### src/rtl/dma_err_pkg.sv
package dma_err_pkg;
  typedef enum logic [1:0] {
    DIR_P2M = 2'd0,
    DIR_M2P = 2'd1,
    DIR_M2M = 2'd2,
    DIR_RSV = 2'd3
  } dir_e;

  localparam int unsigned NUM_FLAGS = 3;
  localparam int unsigned FLG_TE    = 0;
  localparam int unsigned FLG_FE    = 1;
  localparam int unsigned FLG_DME   = 2;
  localparam int unsigned MAX_BEATS = 16;
endpackage

### src/rtl/dma_err_cfgchk.sv
module dma_err_cfgchk
  import dma_err_pkg::*;
#(
  parameter int unsigned FIFO_BYTES = 16
) (
  input  logic [1:0] fth_i,
  input  logic [1:0] mburst_i,
  input  logic [1:0] msize_i,
  output logic       bad_o
);
  localparam int unsigned UW = $clog2(MAX_BEATS * 4) + 1;
  localparam int unsigned QUARTER = FIFO_BYTES / 4;

  logic [UW-1:0] fth_bytes;
  logic [UW-1:0] beats;
  logic [UW-1:0] unit;

  always_comb begin
    fth_bytes = UW'((32'(fth_i) + 32'd1) * QUARTER);
    case (mburst_i)
      2'd0:    beats = UW'(1);
      2'd1:    beats = UW'(4);
      2'd2:    beats = UW'(8);
      default: beats = UW'(MAX_BEATS);
    endcase
    unit  = (msize_i == 2'd3) ? beats : (beats << msize_i);
    bad_o = (msize_i == 2'd3) || (|(fth_bytes & (unit - UW'(1))));
  end
endmodule

### src/rtl/dma_err_enable.sv
module dma_err_enable
  import dma_err_pkg::*;
#(
  parameter int unsigned FIFO_BYTES = 16
) (
  input  logic       clk,
  input  logic       rst_n,
  input  logic       en_wr_i,
  input  logic       en_wdata_i,
  input  logic [1:0] fth_i,
  input  logic [1:0] mburst_i,
  input  logic [1:0] msize_i,
  output logic       en_o,
  output logic       cfg_fault_o
);
  logic en_q, en_n;
  logic cfg_bad;
  logic rise;

  dma_err_cfgchk #(.FIFO_BYTES(FIFO_BYTES)) u_cfgchk (
    .fth_i    (fth_i),
    .mburst_i (mburst_i),
    .msize_i  (msize_i),
    .bad_o    (cfg_bad)
  );

  always_comb begin
    rise        = en_wr_i && en_wdata_i && !en_q;
    cfg_fault_o = rise && cfg_bad;
    en_n        = en_q;
    if (en_wr_i) begin
      en_n = en_wdata_i && !cfg_fault_o;
    end
  end

  always_ff @(posedge clk or negedge rst_n) begin
    if (!rst_n) begin
      en_q <= 1'b0;
    end else begin
      en_q <= en_n;
    end
  end

  assign en_o = en_q;
endmodule

### src/rtl/dma_err_detect.sv
module dma_err_detect
  import dma_err_pkg::*;
(
  input  logic                 clk,
  input  logic                 rst_n,
  input  logic                 en_i,
  input  logic [1:0]           dir_i,
  input  logic                 direct_i,
  input  logic                 minc_i,
  input  logic                 dbm_i,
  input  logic                 ct_i,
  input  logic                 bus_rd_err_i,
  input  logic                 bus_wr_err_i,
  input  logic                 mar0_wr_i,
  input  logic                 mar1_wr_i,
  input  logic                 preq_i,
  input  logic                 mem_gnt_i,
  input  logic                 fifo_full_i,
  input  logic                 fifo_empty_i,
  output logic                 pack_o,
  output logic                 te_evt_o,
  output logic                 fe_evt_o,
  output logic                 dme_evt_o
);
  dir_e dir;
  logic ovr, unr, tgt_wr;
  logic direct_chk, new_req;
  logic preq_q, preq_n;
  logic ack_q, ack_n;
  logic busy_q, busy_n;

  always_comb begin
    dir        = dir_e'(dir_i);
    ovr        = en_i && (dir == DIR_P2M) && preq_i && fifo_full_i;
    unr        = en_i && (dir == DIR_M2P) && preq_i && fifo_empty_i;
    pack_o     = en_i && preq_i && !ovr && !unr;
    tgt_wr     = (mar0_wr_i && !ct_i) || (mar1_wr_i && ct_i);
    te_evt_o   = bus_rd_err_i || bus_wr_err_i || (en_i && dbm_i && tgt_wr);
    fe_evt_o   = ovr || unr;
    direct_chk = en_i && (dir == DIR_P2M) && direct_i && !minc_i;
    new_req    = preq_i && (!preq_q || ack_q);
    dme_evt_o  = direct_chk && new_req && busy_q && !mem_gnt_i;

    preq_n = preq_i;
    ack_n  = pack_o;
    if (!direct_chk) begin
      busy_n = 1'b0;
    end else if (pack_o) begin
      busy_n = 1'b1;
    end else if (mem_gnt_i) begin
      busy_n = 1'b0;
    end else begin
      busy_n = busy_q;
    end
  end

  always_ff @(posedge clk or negedge rst_n) begin
    if (!rst_n) begin
      preq_q <= 1'b0;
      ack_q  <= 1'b0;
      busy_q <= 1'b0;
    end else begin
      preq_q <= preq_n;
      ack_q  <= ack_n;
      busy_q <= busy_n;
    end
  end
endmodule

### src/rtl/dma_err_flags.sv
module dma_err_flags #(
  parameter int unsigned N = 3
) (
  input  logic         clk,
  input  logic         rst_n,
  input  logic [N-1:0] set_i,
  input  logic [N-1:0] clr_i,
  input  logic [N-1:0] ie_i,
  output logic [N-1:0] flags_o,
  output logic         irq_o
);
  logic [N-1:0] flag_q;
  logic [N-1:0] flag_n;

  for (genvar i = 0; i < N; i++) begin : g_flag
    always_comb begin
      if (set_i[i]) begin
        flag_n[i] = 1'b1;
      end else if (clr_i[i]) begin
        flag_n[i] = 1'b0;
      end else begin
        flag_n[i] = flag_q[i];
      end
    end

    always_ff @(posedge clk or negedge rst_n) begin
      if (!rst_n) begin
        flag_q[i] <= 1'b0;
      end else begin
        flag_q[i] <= flag_n[i];
      end
    end
  end

  assign flags_o = flag_q;
  assign irq_o   = |(flag_q & ie_i);
endmodule

### src/rtl/dma_err_unit.sv
module dma_err_unit
  import dma_err_pkg::*;
#(
  parameter int unsigned FIFO_BYTES = 16
) (
  input  logic       clk,
  input  logic       rst_n,
  input  logic       en_wr_i,
  input  logic       en_wdata_i,
  input  logic [1:0] cfg_dir_i,
  input  logic       cfg_direct_i,
  input  logic       cfg_minc_i,
  input  logic       cfg_dbm_i,
  input  logic       cfg_ct_i,
  input  logic [1:0] cfg_fth_i,
  input  logic [1:0] cfg_mburst_i,
  input  logic [1:0] cfg_msize_i,
  input  logic       bus_rd_err_i,
  input  logic       bus_wr_err_i,
  input  logic       mar0_wr_i,
  input  logic       mar1_wr_i,
  input  logic       preq_i,
  input  logic       mem_gnt_i,
  input  logic       fifo_full_i,
  input  logic       fifo_empty_i,
  input  logic [2:0] clr_i,
  input  logic [2:0] ie_i,
  output logic [2:0] flags_o,
  output logic       stream_en_o,
  output logic       pack_o,
  output logic       irq_o
);
  logic [1:0] rst_sync_q;
  logic       rst_int_n;
  logic       cfg_fault;
  logic       te_evt, fe_evt, dme_evt;
  logic [NUM_FLAGS-1:0] set_vec;

  always_ff @(posedge clk or negedge rst_n) begin
    if (!rst_n) begin
      rst_sync_q <= 2'b00;
    end else begin
      rst_sync_q <= {rst_sync_q[0], 1'b1};
    end
  end
  assign rst_int_n = rst_sync_q[1];

  dma_err_enable #(.FIFO_BYTES(FIFO_BYTES)) u_enable (
    .clk         (clk),
    .rst_n       (rst_int_n),
    .en_wr_i     (en_wr_i),
    .en_wdata_i  (en_wdata_i),
    .fth_i       (cfg_fth_i),
    .mburst_i    (cfg_mburst_i),
    .msize_i     (cfg_msize_i),
    .en_o        (stream_en_o),
    .cfg_fault_o (cfg_fault)
  );

  dma_err_detect u_detect (
    .clk          (clk),
    .rst_n        (rst_int_n),
    .en_i         (stream_en_o),
    .dir_i        (cfg_dir_i),
    .direct_i     (cfg_direct_i),
    .minc_i       (cfg_minc_i),
    .dbm_i        (cfg_dbm_i),
    .ct_i         (cfg_ct_i),
    .bus_rd_err_i (bus_rd_err_i),
    .bus_wr_err_i (bus_wr_err_i),
    .mar0_wr_i    (mar0_wr_i),
    .mar1_wr_i    (mar1_wr_i),
    .preq_i       (preq_i),
    .mem_gnt_i    (mem_gnt_i),
    .fifo_full_i  (fifo_full_i),
    .fifo_empty_i (fifo_empty_i),
    .pack_o       (pack_o),
    .te_evt_o     (te_evt),
    .fe_evt_o     (fe_evt),
    .dme_evt_o    (dme_evt)
  );

  always_comb begin
    set_vec          = '0;
    set_vec[FLG_TE]  = te_evt;
    set_vec[FLG_FE]  = fe_evt || cfg_fault;
    set_vec[FLG_DME] = dme_evt;
  end

  dma_err_flags #(.N(NUM_FLAGS)) u_flags (
    .clk     (clk),
    .rst_n   (rst_int_n),
    .set_i   (set_vec),
    .clr_i   (clr_i),
    .ie_i    (ie_i),
    .flags_o (flags_o),
    .irq_o   (irq_o)
  );
endmodule

### config.mk
export PLATFORM = sky130hd
export DESIGN_NAME = dma_err_unit
export DESIGN_NICKNAME = d
export VERILOG_FILES = /design/src/rtl/dma_err_pkg.sv /design/src/rtl/dma_err_cfgchk.sv /design/src/rtl/dma_err_enable.sv /design/src/rtl/dma_err_detect.sv /design/src/rtl/dma_err_flags.sv /design/src/rtl/dma_err_unit.sv
export SDC_FILE = /design/constraint.sdc
export NUM_CORES = 1
export LEC_CHECK = 0
export ABC_CLOCK_PERIOD_IN_PS = 1300
export BUFFER_PORTS_ARGS = -buffer_cell sky130_fd_sc_hd__buf_2
export CAP_MARGIN = 20
export CORE_AREA = 10 10 47 49
export DETAILED_ROUTE_END_ITERATION = 8
export DIE_AREA = 0 0 57 59
export PLACE_DENSITY = 0.71
export SLEW_MARGIN = 25
export SYNTH_ARGS = -nofsm -noshare
export SYNTH_HDL_FRONTEND = slang
export SYNTH_SLANG_ARGS = --single-unit
export TNS_END_PERCENT = 1
### constraint.sdc
create_clock -name clk -period 1.3 [get_ports clk]
set_input_delay 0.065 -clock clk [delete_from_list [all_inputs] [get_ports clk]]
set_output_delay 0.065 -clock clk [all_outputs]
set_load 0.02 [all_outputs]
# Yosys cells after proc, flatten, opt, wreduce, memory -nomap -nowiden
# Cells that the tools add are included.
# W data, S select, Z words.
[classes]
add_sub_neg = 2
n_eq_ne = 5
shift = 1
mux = 11
bitwise_logic = 2
n_reduce_logical = 45
[op_table]
columns = ["cell", "n"]
rows = [
  ["$logic_and A1 B1 Y1", 23],
  ["$pmux W5 S3", 1],
  ["$mux W1", 9],
  ["$logic_not A1 Y1", 8],
  ["$and A7 B7 Y7", 1],
  ["$logic_or A1 B1 Y1", 7],
  ["$mux W7", 1],
  ["$reduce_or A7 Y1", 1],
  ["$shl A7 B2 Y7", 1],
  ["$sub A7 B1 Y7 const B", 1],
  ["$reduce_bool A2 Y1", 3],
  ["$eq A2 B1 Y1 const B", 2],
  ["$eq A2 B2 Y1 const B", 2],
  ["$logic_not A2 Y1", 2],
  ["$add A2 B1 Y3 const B", 1],
  ["$and A3 B3 Y3", 1],
  ["$ne A3 B3 Y1 const B", 1],
  ["$reduce_or A3 Y1", 1],
]
[totals]
reg_bits = 9
out_inout_bits = 6
elab_cells = 74

# Logic depth before layout (Yosys ltp)
[depth]
word_depth = 11
ltp_mapped = 5
ltp_nobuf = 5

# Cells and area by module
# Synthesis repeated with hierarchy kept, for this count alone.
[unflattened]
hier_cells = 49
hier_area_um2 = 505.5
[by_module_without_submodules]
columns = ["mod", "instances", "cells_per_inst", "area_per_inst_um2", "seq_area_each_um2"]
rows = [
  ["dma_err_detect", 1, 17, 191.4, 75.1],
  ["dma_err_flags", 1, 11, 123.9, 75.1],
  ["dma_err_cfgchk", 1, 12, 76.3, 0.0],
  ["dma_err_unit", 1, 4, 60.1, 50.0],
  ["dma_err_enable", 1, 5, 53.8, 25.0],
]

# Worst setup path before layout
# OpenSTA, ideal clock, no wires.
[synth_path]
kind = "flip-flop to flip-flop"
start = "register u_enable.en_q (netlist: u_enable.en_o)"
end = "register u_detect.busy_q"
t_arrival_ps = 1130
required_time_ps = 1234
path_slack_ps = 104
stages_incl_launch_ff = 4
path_buffers = 0
period_less_slack_ps = 1196
path_cell_list = "dfrtp_1 -> nand2_1 -> nor2_1 -> o21ba_1"
[synth_between]
elab_chain_cells = 8
word_cells_on_any_way = 16
cone_classes = "eq/ne: 1; mux: 2; reduce/logical: 13"
[synth_rtl]
columns = ["item", "line_no", "rtl"]
rows = [
  ["from (decl)", "dma_err_enable.sv:16", "logic en_q, en_n;"],
  ["from (signal assigned)", "dma_err_enable.sv:40", "en_q <= en_n;"],
  ["$logic_and A1 B1 Y1 (3 in series)", "dma_err_detect.sv:34", "ovr = en_i && (dir == DIR_P2M) && preq_i && fifo_full_i;"],
  ["$logic_not A1 Y1", "dma_err_detect.sv:36", "pack_o = en_i && preq_i && !ovr && !unr;"],
  ["$logic_and A1 B1 Y1", "dma_err_detect.sv:36", ""],
  ["$logic_and A1 B1 Y1 *", "dma_err_detect.sv:36", ""],
  ["via pack_o", "dma_err_unit.sv:30", "output logic pack_o,"],
  ["$mux W1", "dma_err_detect.sv:48", "end else if (pack_o) begin"],
  ["$mux W1", "dma_err_detect.sv:46", "if (!direct_chk) begin"],
  ["to (signal assigned)", "dma_err_detect.sv:65", "busy_q <= busy_n;"],
  ["to (decl)", "dma_err_detect.sv:30", "logic busy_q, busy_n;"],
]
# The timed path passes the listed nets; every way through them passes the cells marked *.
# A chain may end at the register's enable or synchronous reset.

# Worst setup path after layout
[layout_path]
start = "register u_flags.flag_q[1] (netlist: u_flags.flags_o[1])"
end = "output irq_o"
[layout_between]
elab_chain_cells = 2
[layout_rtl]
columns = ["item", "line_no", "rtl"]
rows = [
  ["from (decl)", "dma_err_flags.sv:12", "logic [N-1:0] flag_q;"],
  ["from (signal, indexed assignment)", "dma_err_flags.sv:30", "flag_q[i] <= flag_n[i];"],
  ["$and A3 B3 Y3", "dma_err_flags.sv:36", "assign irq_o = |(flag_q & ie_i);"],
  ["$reduce_or A3 Y1", "dma_err_flags.sv:36", ""],
  ["to (decl)", "dma_err_unit.sv:31", "output logic irq_o"],
]
# No other way between the ends.

==> impl_metrics.csv <==
group,metric,value,unit
timing,fin_hold_ws,0.0127,ns
synthesis,syn_nets,77,
die,floorplan_die_height,59,microns
grt,grt_pass1_wl,2190,microns
critical_path,timing.critical_path.buf_inv,2,
placed_design,worst_case_setup_slack_after_placement,0.105,ns
critical_path,critical-path-max-stage-delay,0.40,ns
grt,gr-total-overflow,0,
pwr,pwr-share-seq,46.0,%
run_status,run_status,"finished, final reports clean",
timing,max_freq,796,MHz
synthesis,synth_compound_gate_area_share,20.8,%
drt,dr.first_iter.drc_count,1,
pwr,power_frac_comb,22.7,%
synthesis,synth_fa_ha_area_share,2.74,%
timing,final_hold_viol_count,0,
drt,routedWlPerCell,12.5,microns
critical_path,crit_required,1.24,ns
final_layout,multiInputGateArea,215,sq um
clocking,cts_inserted_buffers,3,
final_layout,area_growth,58.9,%
min_path,worst_hold_path_type,"primary input to flip-flop",
critical_path,critical_path.top_delay_family,"flip-flops",
drt,wirelength_routed,1310,microns
timing,timing_max_transition_violations_final,0,
final_layout,finish.net_count,121,
die,rows,14,
drt,firstDrtPassIters,4,
pwr,static-leakage-power,0.000399,uW
timing,period_minus_slack,1.26,ns
grt,track_usage,7.70,%
placed_design,gpl.final_weighted_congestion,0.742,
clocking,cts_htree_levels,1,
timing,period_utilization,96.6,%
synthesis,ys_seq_elements,9,
pwr,intPower,498,uW
grt,grt_max_degree,9,
die,ios,36,
critical_path,critical_path_arrival,1.19,ns
critical_path,critPathCaptureType,"output pin",
die,die_area,0.00336,sq mm
clocking,clock-sinks,9,
pwr,p_clk_share,31.3,%
synthesis,synth_sequential_area_ratio,49.3,%
final_layout,drive_above_1_share,47.2,%
clocking,ctsRootBufferMaster,"sky130_fd_sc_hd__clkbuf_4",
synthesis,syn_area,457,sq um
synthesis,synth.distinct_cells,25,
pwr,switching_share,26.9,%
die,coreArea,0.00140,sq mm
drt,route.antenna.remaining_nets,0,
run,timing.max_cap.violations,0,
critical_path,cp_max_fo,3,
drt,post-route-drc-count,0,
placed_design,numPortBuffers,35,
synthesis,dominant_combinational_cell_family_by_area_after_synthesis,"compound AO/OA/AOI/OAI gates",
timing,fin_skew,0.00200,ns
final_layout,final.fill_count,149,
synthesis,mux_contribution_to_synthesized_area,6.85,%
clocking,tritoncts,"done",
grt,grt_antenna_before_repair,0,
pwr,total_power,682,uW
die,floorplan.initialDensity,32.6,%
timing,setup_viol,0,
critical_path,setup.worst_path.class,"flip-flop to output pin",
drt,drt-vias-per-instance,4.81,
pwr,cellPowerDensity,940,mW/mm^2
synthesis,post_synth_inst_count,46,
critical_path,timing.critical_path.cells,"a222oi_1 > inv_1 > buf_6",
grt,first_global_vias,562,
critical_path,timing.critical_path.from_type,"flip-flop",
clocking,cts_max_path_buffers,2,
final_layout,sequential_cell_area,226,sq um
clocking,clock_insertion_delay_worst_skew,0.25,ns
synthesis,synthesis.yosys.warnings,0,
timing,grt_setup_unrepaired,"yes",
drt,vias,505,
final_layout,antenna_cells_inserted,0,
critical_path,slowest_stage,"sky130_fd_sc_hd__dfrtp_1",
clocking,clock_transition_at_the_register_clock_pins_on_the_worst_setup_and_hold_paths_after_cts,0.06,ns
synthesis,synth_xor_area_share,0,%
timing,worst_slack,0.0441,ns
die,die_w,57,microns
pwr,worst_ir_drop_vdd,692,uV
pwr,power.net_switching,184,uW
synthesis,synth.avg_cell_area,9.93,sq um
synthesis,synth-simple-area-share,15.3,%
synth_stat cells:
cell / count / area (sq um)
sky130_fd_sc_hd__dfrtp_1: 9 / 225
sky130_fd_sc_hd__inv_1: 5 / 18.8
sky130_fd_sc_hd__nand2_1: 5 / 18.8
sky130_fd_sc_hd__nor2_1: 3 / 11.3
sky130_fd_sc_hd__o22ai_1: 3 / 18.8
sky130_fd_sc_hd__mux2i_1: 2 / 20.0
sky130_fd_sc_hd__a21boi_1: 1 / 7.51
sky130_fd_sc_hd__a21oi_1: 1 / 5.00
sky130_fd_sc_hd__a222oi_1: 1 / 10.0
sky130_fd_sc_hd__a31oi_1: 1 / 6.26
sky130_fd_sc_hd__a32oi_1: 1 / 8.76
sky130_fd_sc_hd__and2_1: 1 / 6.26
sky130_fd_sc_hd__conb_1: 1 / 3.75
sky130_fd_sc_hd__ha_1: 1 / 12.5
sky130_fd_sc_hd__mux2_2: 1 / 11.3
sky130_fd_sc_hd__nand2b_1: 1 / 6.26
sky130_fd_sc_hd__nand3_1: 1 / 5.00
sky130_fd_sc_hd__nand3b_1: 1 / 7.51
sky130_fd_sc_hd__nor2b_1: 1 / 6.26
sky130_fd_sc_hd__nor4b_1: 1 / 8.76
sky130_fd_sc_hd__o21a_1: 1 / 7.51
sky130_fd_sc_hd__o21ai_0: 1 / 5.00
sky130_fd_sc_hd__o21ba_1: 1 / 10.0
sky130_fd_sc_hd__o221ai_1: 1 / 8.76
sky130_fd_sc_hd__o31ai_1: 1 / 7.51
final cells by class:
cell class,instances,area share [%]
sequential,9,31.2
timing repair buffer,39,30.2
multi-input combinational,32,29.7
clock buffer,4,3.62
tap,16,2.76
inverter,5,2.59
worst min-delay path: stages:
cell and delay, ns:
sky130_fd_sc_hd__buf_2 0.08, sky130_fd_sc_hd__nor2_1 0.03, sky130_fd_sc_hd__o221ai_1 0.06
power by group through the flow:
stage | combinational, uW | clock [uW] | sequential, uW
6_report | 155 | 213 | 314
5_1_grt | 174 | 234 | 318
4_1_cts | 149 | 220 | 313
3_5_place_dp | 141 | 0 | 319
3_3_place_gp | 137 | 0 | 318
2_1_floorplan | 55.8 | 0 | 328
cell families (layout without fill, tap and decap cells):
kind of cell    Yosys count  after routing
compound gates           13             13
fa+ha+maj                 1              1
buf+inv                   5             48
flops                     9              9
mux                       3              3
other cells               1              1
simple gates             14             14
layer usage:
layer	track usage [%]	routed length (microns)
met1	7.61	527
met2	12.9	599
met3	6.01	187
met4	1.01	0
met5	0	0
placed cells by master, fill, tap and decap left out, types with 2 or more instances in the layout:
| master | synthesis | routed |
|---|---|---|
| sky130_fd_sc_hd__inv_1 | 5 | 5 |
| sky130_fd_sc_hd__buf_2 | 0 | 34 |
| sky130_fd_sc_hd__dfrtp_1 | 9 | 8 |
| sky130_fd_sc_hd__mux2i_1 | 2 | 2 |
| sky130_fd_sc_hd__nor2_1 | 3 | 2 |
| sky130_fd_sc_hd__clkbuf_4 | 0 | 3 |
| sky130_fd_sc_hd__dlygate4sd3_1 | 0 | 3 |
| sky130_fd_sc_hd__nand2_1 | 5 | 5 |
| sky130_fd_sc_hd__o22ai_1 | 3 | 3 |
registers in the layout, indices dropped and copies added (netlist names):
name and cells:
rst_sync_q 2, u_detect.preq_q 1, u_detect.busy_q 1, u_detect.ack_q 1
u_flags.flags_o 3, u_enable.en_o 1
stage by stage:
step | cells | util [%] | setup TNS, ns | cell area [sq um]
after floorplan | 46 | - | 0 | 457
after global placement | 97 | 46.5 | 0 | 652
after detailed placement | 97 | 46.5 | 0 | 652
after CTS | 104 | 50.5 | 0 | 708
after global routing | 105 | 51.8 | -0.0807 | 726
final | 105 | 51.8 | 0 | 726
timing repair:
action                                  CTS  global route
setup buffers                             0             1
endpoints found under the hold margin     4             0
gates resized for setup                   0             4
hold buffers                              3             0
endpoints found under the setup margin    0             2
final timing paths:
| kind | start | end | slack, ns | depth (start not counted) |
|---|---|---|---|---|
| max reg2reg | u_enable.en_o | u_enable.en_o | 0.37 | 2 |
| min in group asynchronous | rst_sync_q[1] | u_detect.busy_q | 0.11 | 0 |
| min | bus_rd_err_i | u_flags.flags_o[0] | 0.01 | 3 |
| max | u_flags.flags_o[1] | irq_o | 0.04 | 3 |
| min reg2reg | rst_sync_q[1] | u_detect.busy_q | 0.11 | 0 |
| max in group asynchronous | rst_sync_q[1] | u_enable.en_o | 0.95 | 0 |
Power figures use the tool's default switching activity.
